<file path="config.mk">
export PLATFORM = sky130hd
export DESIGN_NAME = chop_ctrl
export DESIGN_NICKNAME = d
export VERILOG_FILES = /design/src/rtl/chop_pkg.sv /design/src/rtl/chop_seq.sv /design/src/rtl/chop_gate_decode.sv /design/src/rtl/chop_ctrl.sv
export SDC_FILE = /design/constraint.sdc
export NUM_CORES = 1
export LEC_CHECK = 0
export CORE_ASPECT_RATIO = 0.8
export CORE_UTILIZATION = 54
export DETAILED_ROUTE_END_ITERATION = 8
export HOLD_SLACK_MARGIN = 0.03
export PLACE_DENSITY = 0.81
export REMOVE_ABC_BUFFERS = 1
export SETUP_SLACK_MARGIN = 0.4
export SLEW_MARGIN = 20
export SYNTH_ARGS = -nofsm -noshare
export SYNTH_HDL_FRONTEND = slang
export SYNTH_SLANG_ARGS = --single-unit
export TNS_END_PERCENT = 20
</file>
<file path="constraint.sdc">
create_clock -name clk -period 3.5 [get_ports clk]
set_clock_uncertainty 0.05 [all_clocks]
set_input_delay 0.35 -clock clk [delete_from_list [all_inputs] [get_ports clk]]
set_output_delay 0.35 -clock clk [all_outputs]
set_load 0.05 [all_outputs]
</file>
<file path="src/rtl/chop_pkg.sv">
package chop_pkg;
   typedef enum logic [1:0] {
      PH_IDLE = 2'b00,
      PH_ON   = 2'b01,
      PH_OFF  = 2'b10
   } phase_e;

   typedef enum logic [1:0] {
      DK_SLOW  = 2'b00,
      DK_FAST  = 2'b01,
      DK_MIXED = 2'b10,
      DK_RSVD  = 2'b11
   } decay_e;
endpackage

</file>
<file path="src/rtl/chop_seq.sv">
module chop_seq
   import chop_pkg::*;
#(
   parameter int CNT_W = 16
) (
   input  logic             clk,
   input  logic             rst_n,
   input  logic             force_off,
   input  logic             trip,
   input  logic             pol_in,
   input  logic [1:0]       mode_in,
   input  logic [CNT_W-1:0] blank_cnt,
   input  logic [CNT_W-1:0] off_cnt,
   input  logic [CNT_W-1:0] fast_cnt,
   output phase_e           phase,
   output logic             pol_q,
   output logic             fast_q
);
   localparam logic [CNT_W-1:0] ONE = CNT_W'(1);

   generate
      if (CNT_W < 2) begin : g_bad_width
         $error("chop_seq: CNT_W must be at least 2");
      end
   endgenerate

   logic [CNT_W-1:0] cnt, fcnt, off_eff, fast_load;
   decay_e           mode_q;

   // a zero off count still yields one off clock
   assign off_eff = (off_cnt == '0) ? ONE : off_cnt;

   always_comb begin
      unique case (mode_q)
         DK_FAST:  fast_load = off_eff;
         DK_MIXED: fast_load = (fast_cnt > off_eff) ? off_eff : fast_cnt;
         default:  fast_load = '0;
      endcase
   end

   always_ff @(posedge clk or negedge rst_n) begin
      if (!rst_n) begin
         phase  <= PH_IDLE;
         cnt    <= '0;
         fcnt   <= '0;
         pol_q  <= 1'b0;
         mode_q <= DK_SLOW;
      end else if (force_off) begin
         phase <= PH_IDLE;
         cnt   <= '0;
         fcnt  <= '0;
      end else begin
         unique case (phase)
            PH_IDLE: begin
               phase  <= PH_ON;
               cnt    <= blank_cnt;
               pol_q  <= pol_in;
               mode_q <= decay_e'(mode_in);
            end
            PH_ON: begin
               if (cnt != '0) begin
                  cnt <= cnt - ONE;
               end else if (trip) begin
                  phase <= PH_OFF;
                  cnt   <= off_eff;
                  fcnt  <= fast_load;
               end
            end
            PH_OFF: begin
               if (cnt <= ONE) begin
                  phase  <= PH_ON;
                  cnt    <= blank_cnt;
                  fcnt   <= '0;
                  pol_q  <= pol_in;
                  mode_q <= decay_e'(mode_in);
               end else begin
                  cnt <= cnt - ONE;
                  if (fcnt != '0) fcnt <= fcnt - ONE;
               end
            end
            default: phase <= PH_IDLE;
         endcase
      end
   end

   assign fast_q = (phase == PH_OFF) && (fcnt != '0);

   // trip cannot end the on phase while blanking is running
   a_r3_blank_hold: assert property (@(posedge clk) disable iff (!rst_n)
      (phase == PH_ON && cnt != '0 && !force_off) |=> (phase == PH_ON));

   // the off phase cannot end before its count expires
   a_r5_off_hold: assert property (@(posedge clk) disable iff (!rst_n)
      (phase == PH_OFF && cnt > ONE && !force_off) |=> (phase == PH_OFF));

   // the fast part never outlasts the remaining off time
   a_r8_fast_within_off: assert property (@(posedge clk) disable iff (!rst_n)
      (phase == PH_OFF) |-> (fcnt <= cnt && cnt != '0));

   // polarity is held throughout blanking
   a_r9_pol_held: assert property (@(posedge clk) disable iff (!rst_n)
      (phase == PH_ON && cnt != '0) |=> $stable(pol_q));

   // a forced stop returns to idle
   a_r10_force_idle: assert property (@(posedge clk) disable iff (!rst_n)
      force_off |=> (phase == PH_IDLE));
endmodule

</file>
<file path="src/rtl/chop_gate_decode.sv">
module chop_gate_decode
   import chop_pkg::*;
#(
   parameter bit ACTIVE_LOW = 1'b0
) (
   input  logic   clk,
   input  logic   rst_n,
   input  phase_e phase,
   input  logic   pol,
   input  logic   fast,
   output logic   hi_a,
   output logic   lo_a,
   output logic   hi_b,
   output logic   lo_b
);
   logic ha, la, hb, lb;

   always_comb begin
      ha = 1'b0;
      la = 1'b0;
      hb = 1'b0;
      lb = 1'b0;
      if (phase == PH_ON) begin
         ha = !pol;
         lb = !pol;
         hb = pol;
         la = pol;
      end else if (phase == PH_OFF && !fast) begin
         lb = !pol;
         la = pol;
      end
   end

   generate
      if (ACTIVE_LOW) begin : g_inv
         assign {hi_a, lo_a, hi_b, lo_b} = ~{ha, la, hb, lb};
      end else begin : g_dir
         assign {hi_a, lo_a, hi_b, lo_b} = {ha, la, hb, lb};
      end
   endgenerate

   // no half-bridge has both switches on
   a_r11_no_shoot: assert property (@(posedge clk) disable iff (!rst_n)
      !(ha && la) && !(hb && lb));

   // slow decay keeps exactly one low switch and no high switch
   a_r6_slow_one_sink: assert property (@(posedge clk) disable iff (!rst_n)
      (phase == PH_OFF && !fast) |-> ($countones({la, lb}) == 1 && !ha && !hb));
endmodule

</file>
<file path="src/rtl/chop_ctrl.sv">
module chop_ctrl
   import chop_pkg::*;
#(
   parameter int CNT_W      = 16,
   parameter bit ACTIVE_LOW = 1'b0
) (
   input  logic             clk,
   input  logic             rst_n,
   input  logic             trip_i,
   input  logic [1:0]       decay_i,
   input  logic             pol_i,
   input  logic             en_n_i,
   input  logic             fault_i,
   input  logic             sleep_i,
   input  logic [CNT_W-1:0] blank_cnt_i,
   input  logic [CNT_W-1:0] off_cnt_i,
   input  logic [CNT_W-1:0] fast_cnt_i,
   output logic             hi_a_o,
   output logic             lo_a_o,
   output logic             hi_b_o,
   output logic             lo_b_o
);
   localparam logic [3:0] IDLE_LVL = ACTIVE_LOW ? 4'b1111 : 4'b0000;

   phase_e phase;
   logic   pol_q, fast_q, force_off;

   assign force_off = en_n_i | fault_i | sleep_i;

   chop_seq #(.CNT_W(CNT_W)) u_seq (
      .clk       (clk),
      .rst_n     (rst_n),
      .force_off (force_off),
      .trip      (trip_i),
      .pol_in    (pol_i),
      .mode_in   (decay_i),
      .blank_cnt (blank_cnt_i),
      .off_cnt   (off_cnt_i),
      .fast_cnt  (fast_cnt_i),
      .phase     (phase),
      .pol_q     (pol_q),
      .fast_q    (fast_q)
   );

   chop_gate_decode #(.ACTIVE_LOW(ACTIVE_LOW)) u_dec (
      .clk   (clk),
      .rst_n (rst_n),
      .phase (phase),
      .pol   (pol_q),
      .fast  (fast_q),
      .hi_a  (hi_a_o),
      .lo_a  (lo_a_o),
      .hi_b  (hi_b_o),
      .lo_b  (lo_b_o)
   );

   // every switch is released on the clock after a forced stop
   a_r10_gates_off: assert property (@(posedge clk) disable iff (!rst_n)
      force_off |=> ({hi_a_o, lo_a_o, hi_b_o, lo_b_o} == IDLE_LVL));

   // idle means all switches inactive
   a_r1_idle_off: assert property (@(posedge clk) disable iff (!rst_n)
      (phase == PH_IDLE) |-> ({hi_a_o, lo_a_o, hi_b_o, lo_b_o} == IDLE_LVL));
endmodule

</file>
==> qor.csv <==
metric;value;unit
run_status;complete, no violations;
avgRoutedWirePerCell;20.3;um
rows;26;
dp_cells;614;
worstRegToRegCells;7;
slew_viol_final;0;
final_layout_size_suffix_gt1_share;10.8;%
io_buffers;60;
place_area;0.00438;sq mm
crit_path_start_kind;input port;
grt_use_met3;9.20;%
synth_cell_type_count;60;
setup_viol;0;
dpl_worst_slack;0.0725;ns
yosysWarnings;0;
die_w;92.7;um
vias;4190;
final_core_util;71.1;%
globalRoute.busiestLayer;met1;
ff2ff_setup_slack;0.51;ns
swShare;39.3;%
worstSetupPathType;in -> reg;
ys.flop_type;dfrtp_1;
powerDensity;288;mW/mm^2
num-fill-cells;548;
worst_r2r_startpoint;u_seq.cnt[10]$_DFFE_PN0P_;
setup_tns;0;ns
grt_pass1_vias;3767;
dr.pass1.iters;5;
instances_no_fill;622;
die_y;74.6;um
slew_headroom;36.3;%
clock-root-buffer;clkbuf_8;
grt_use_total;36.7;%
clk_pin_slew;0.10;ns
multi_input_area;0.00250;sq mm
antenna_found_initial;0;
cts.sinks;37;
grt-ovfl-total;0;
power;1.31;mW
grt_max_degree;38;
htree_levels;2;
hold_viol;0;
cts_hold_buf;0;
avgSynthCellArea;7.67;sq um
start_util;55.8;%
grt_pass1_wl;19400;um
io_pins;61;
drt-initial-drc-count;426;
seqPwrFrac;35.3;%
peakVddDrop;0.000248;V
die_area;0.00692;sq mm
hold_class;in -> async;
postRouteAntennaNets;0;
finalCritPeriodShare;87.8;%
syn_to_final_growth;27.4;%
cts.path.max_buffers;2;
required;3.64;ns
p_clk_share;25.4;%
worstSetupStartpoint;off_cnt_i[3];
clkLatencyLatePin;0.31;ns
ys_seq_area_share;26.0;%
antenna_cells;0;
rr_endpoint;u_seq.fcnt[2]$_DFFE_PN0P_;
synth_seq_cells;37;
netlist_area;0.00356;sq mm
comb_power_share;39.3;%
crit_arrival;3.21;ns
routabilityCongestion;0.962;
worst_pin_slew;0.956;ns
rsz0062_at_grt;true;
fin_ws;0.425;ns
wl;12600;um
holdWs;0.126;ns
coreArea;0.00638;sq mm
grt_use_met2;53.6;%
internal_power;0.794;mW
final_area;0.00453;sq mm
min_period;3.07;ns
gr-usage-met1;53.7;%
cp_max_fo;15;
syn_inst;464;
vias_per_cell;6.74;
drc_errors;0;
cts_tree;done;
async_reset_ff_share;100;%
fmax;325;MHz
fin_nets;619;
critPathCapture;u_seq.fcnt[3]$_DFFE_PN0P_;
p_switching;0.513;mW
max-cap-violations;0;
ff_latch_area;926;sq um
crit_path_end_kind;register;
dp_hpwl;9470;um
p_leak;1.95;nW
synth-edff-count;0;
cts_buffers;5;
synth_stat cells (4+ instances only):
cell | number | share of area [%]
nor2_1 | 47 | 5.0
o31ai_1 | 6 | 1.3
a21o_1 | 6 | 1.3
xor2_1 | 4 | 0.98
nor3_1 | 17 | 2.4
a31oi_1 | 12 | 2.1
and2_1 | 5 | 0.88
a32oi_1 | 13 | 3.2
a221oi_1 | 4 | 0.98
clkbuf_1 | 18 | 1.9
o22ai_1 | 5 | 0.88
or4_1 | 5 | 1.1
o211ai_1 | 9 | 1.9
a311oi_1 | 4 | 0.98
dfrtp_1 | 37 | 26
ha_1 | 25 | 8.8
nand4_1 | 5 | 0.88
a221o_1 | 4 | 1.1
inv_1 | 30 | 3.2
nor2b_1 | 7 | 1.2
o21ai_0 | 36 | 5.1
a21oi_1 | 23 | 3.2
or3_1 | 8 | 1.4
nand2_1 | 50 | 5.3
nand3_1 | 16 | 2.3
a211oi_1 | 6 | 1.3
nor4_1 | 13 | 2.3
worst max-delay path, stage by stage:
cell and delay (ns):
clkdlybuf4s50_1 0.47, nor4_1 0.42, a41o_1 0.28, ha_1 0.16, nor2b_1 0.04, o211ai_1 0.17, a2111o_1 0.23, a31oi_2 0.15
a22o_1 0.26, buf_12 0.16, and2_1 0.17, a221o_1 0.34
worst min path at each step:
stage / start / end / slack (ns) / cells past startpoint
floorplan: rst_n / u_seq.cnt[0]$_DFFE_PN0P_ / 0.004 / 0
global placement: u_seq.cnt[14]$_DFFE_PN0P_ / u_seq.cnt[14]$_DFFE_PN0P_ / 0.43 / 1
detailed placement: u_seq.cnt[14]$_DFFE_PN0P_ / u_seq.cnt[14]$_DFFE_PN0P_ / 0.43 / 1
CTS: rst_n / u_seq.cnt[11]$_DFFE_PN0P_ / 0.15 / 1
global route: rst_n / u_seq.cnt[11]$_DFFE_PN0P_ / 0.20 / 1
finish: rst_n / u_seq.cnt[12]$_DFFE_PN0P_ / 0.13 / 1
kinds of logic (layout without fill, tap and decap cells):
family	after synthesis	count (layout)	share of synthesized area, %
AND/OR/NAND/NOR	191	191	27.3
AO/OA/AOI/OAI	152	152	29.9
buffers and inverters	49	123	5.38
flip-flops	37	37	26.0
adder cells (fa/ha/maj)	25	25	8.79
XOR/XNOR	7	7	1.72
multiplexers	3	3	0.879
power groups by stage:
| stage | Combinational, mW | Clock (mW) | Sequential, mW |
|---|---|---|---|
| 2_1_floorplan | 0.273 | 0 | 0.464 |
| 3_3_place_gp | 0.477 | 0 | 0.468 |
| 3_5_place_dp | 0.486 | 0 | 0.469 |
| 4_1_cts | 0.492 | 0.329 | 0.460 |
| 5_1_grt | 0.552 | 0.337 | 0.464 |
| 6_report | 0.514 | 0.332 | 0.462 |
flip-flops by register name (all words and copies together), names as in the netlist:
register and cells:
u_seq.fcnt 16, u_seq.mode_q 2, u_seq.phase 2, u_seq.cnt 16, u_seq.pol_q 1
routing by layer:
| layer | wire, um | part of all wire (%) |
|---|---|---|
| met2 | 5300 | 42 |
| met3 | 1600 | 13 |
| met1 | 5550 | 44 |
| met4 | 190 | 1.5 |
| met5 | 0 | 0 |
cells in the final DEF (no fill, tap or decap), drive strengths merged, types with 13 or more instances in the layout:
cell type      count
nand2             50
buf               28
a21oi             24
nor2              48
nand3             17
nor4              14
inv               30
a31oi             13
dfrtp             37
a32oi             13
ha                25
nor3              20
clkdlybuf4s50     56
o21ai             36
repair_timing:
item / CTS / global route
gates cloned: 0 / 0
pin swaps: 0 / 1
endpoints found under the hold margin: 0 / 0
buffers inserted: 0 / 0
resized for setup: 2 / 9
setup endpoints to repair: 2 / 18
final cells by class:
class / count / share of cell area (%)
clock buffer: 5 / 1.52
inverter: 30 / 2.48
tap: 84 / 2.32
sequential: 37 / 20.4
multi-input combinational: 378 / 55.2
clock inverter: 3 / 0.497
timing repair buffer: 85 / 17.5
No activity file was read; power rests on OpenSTA's default activity.
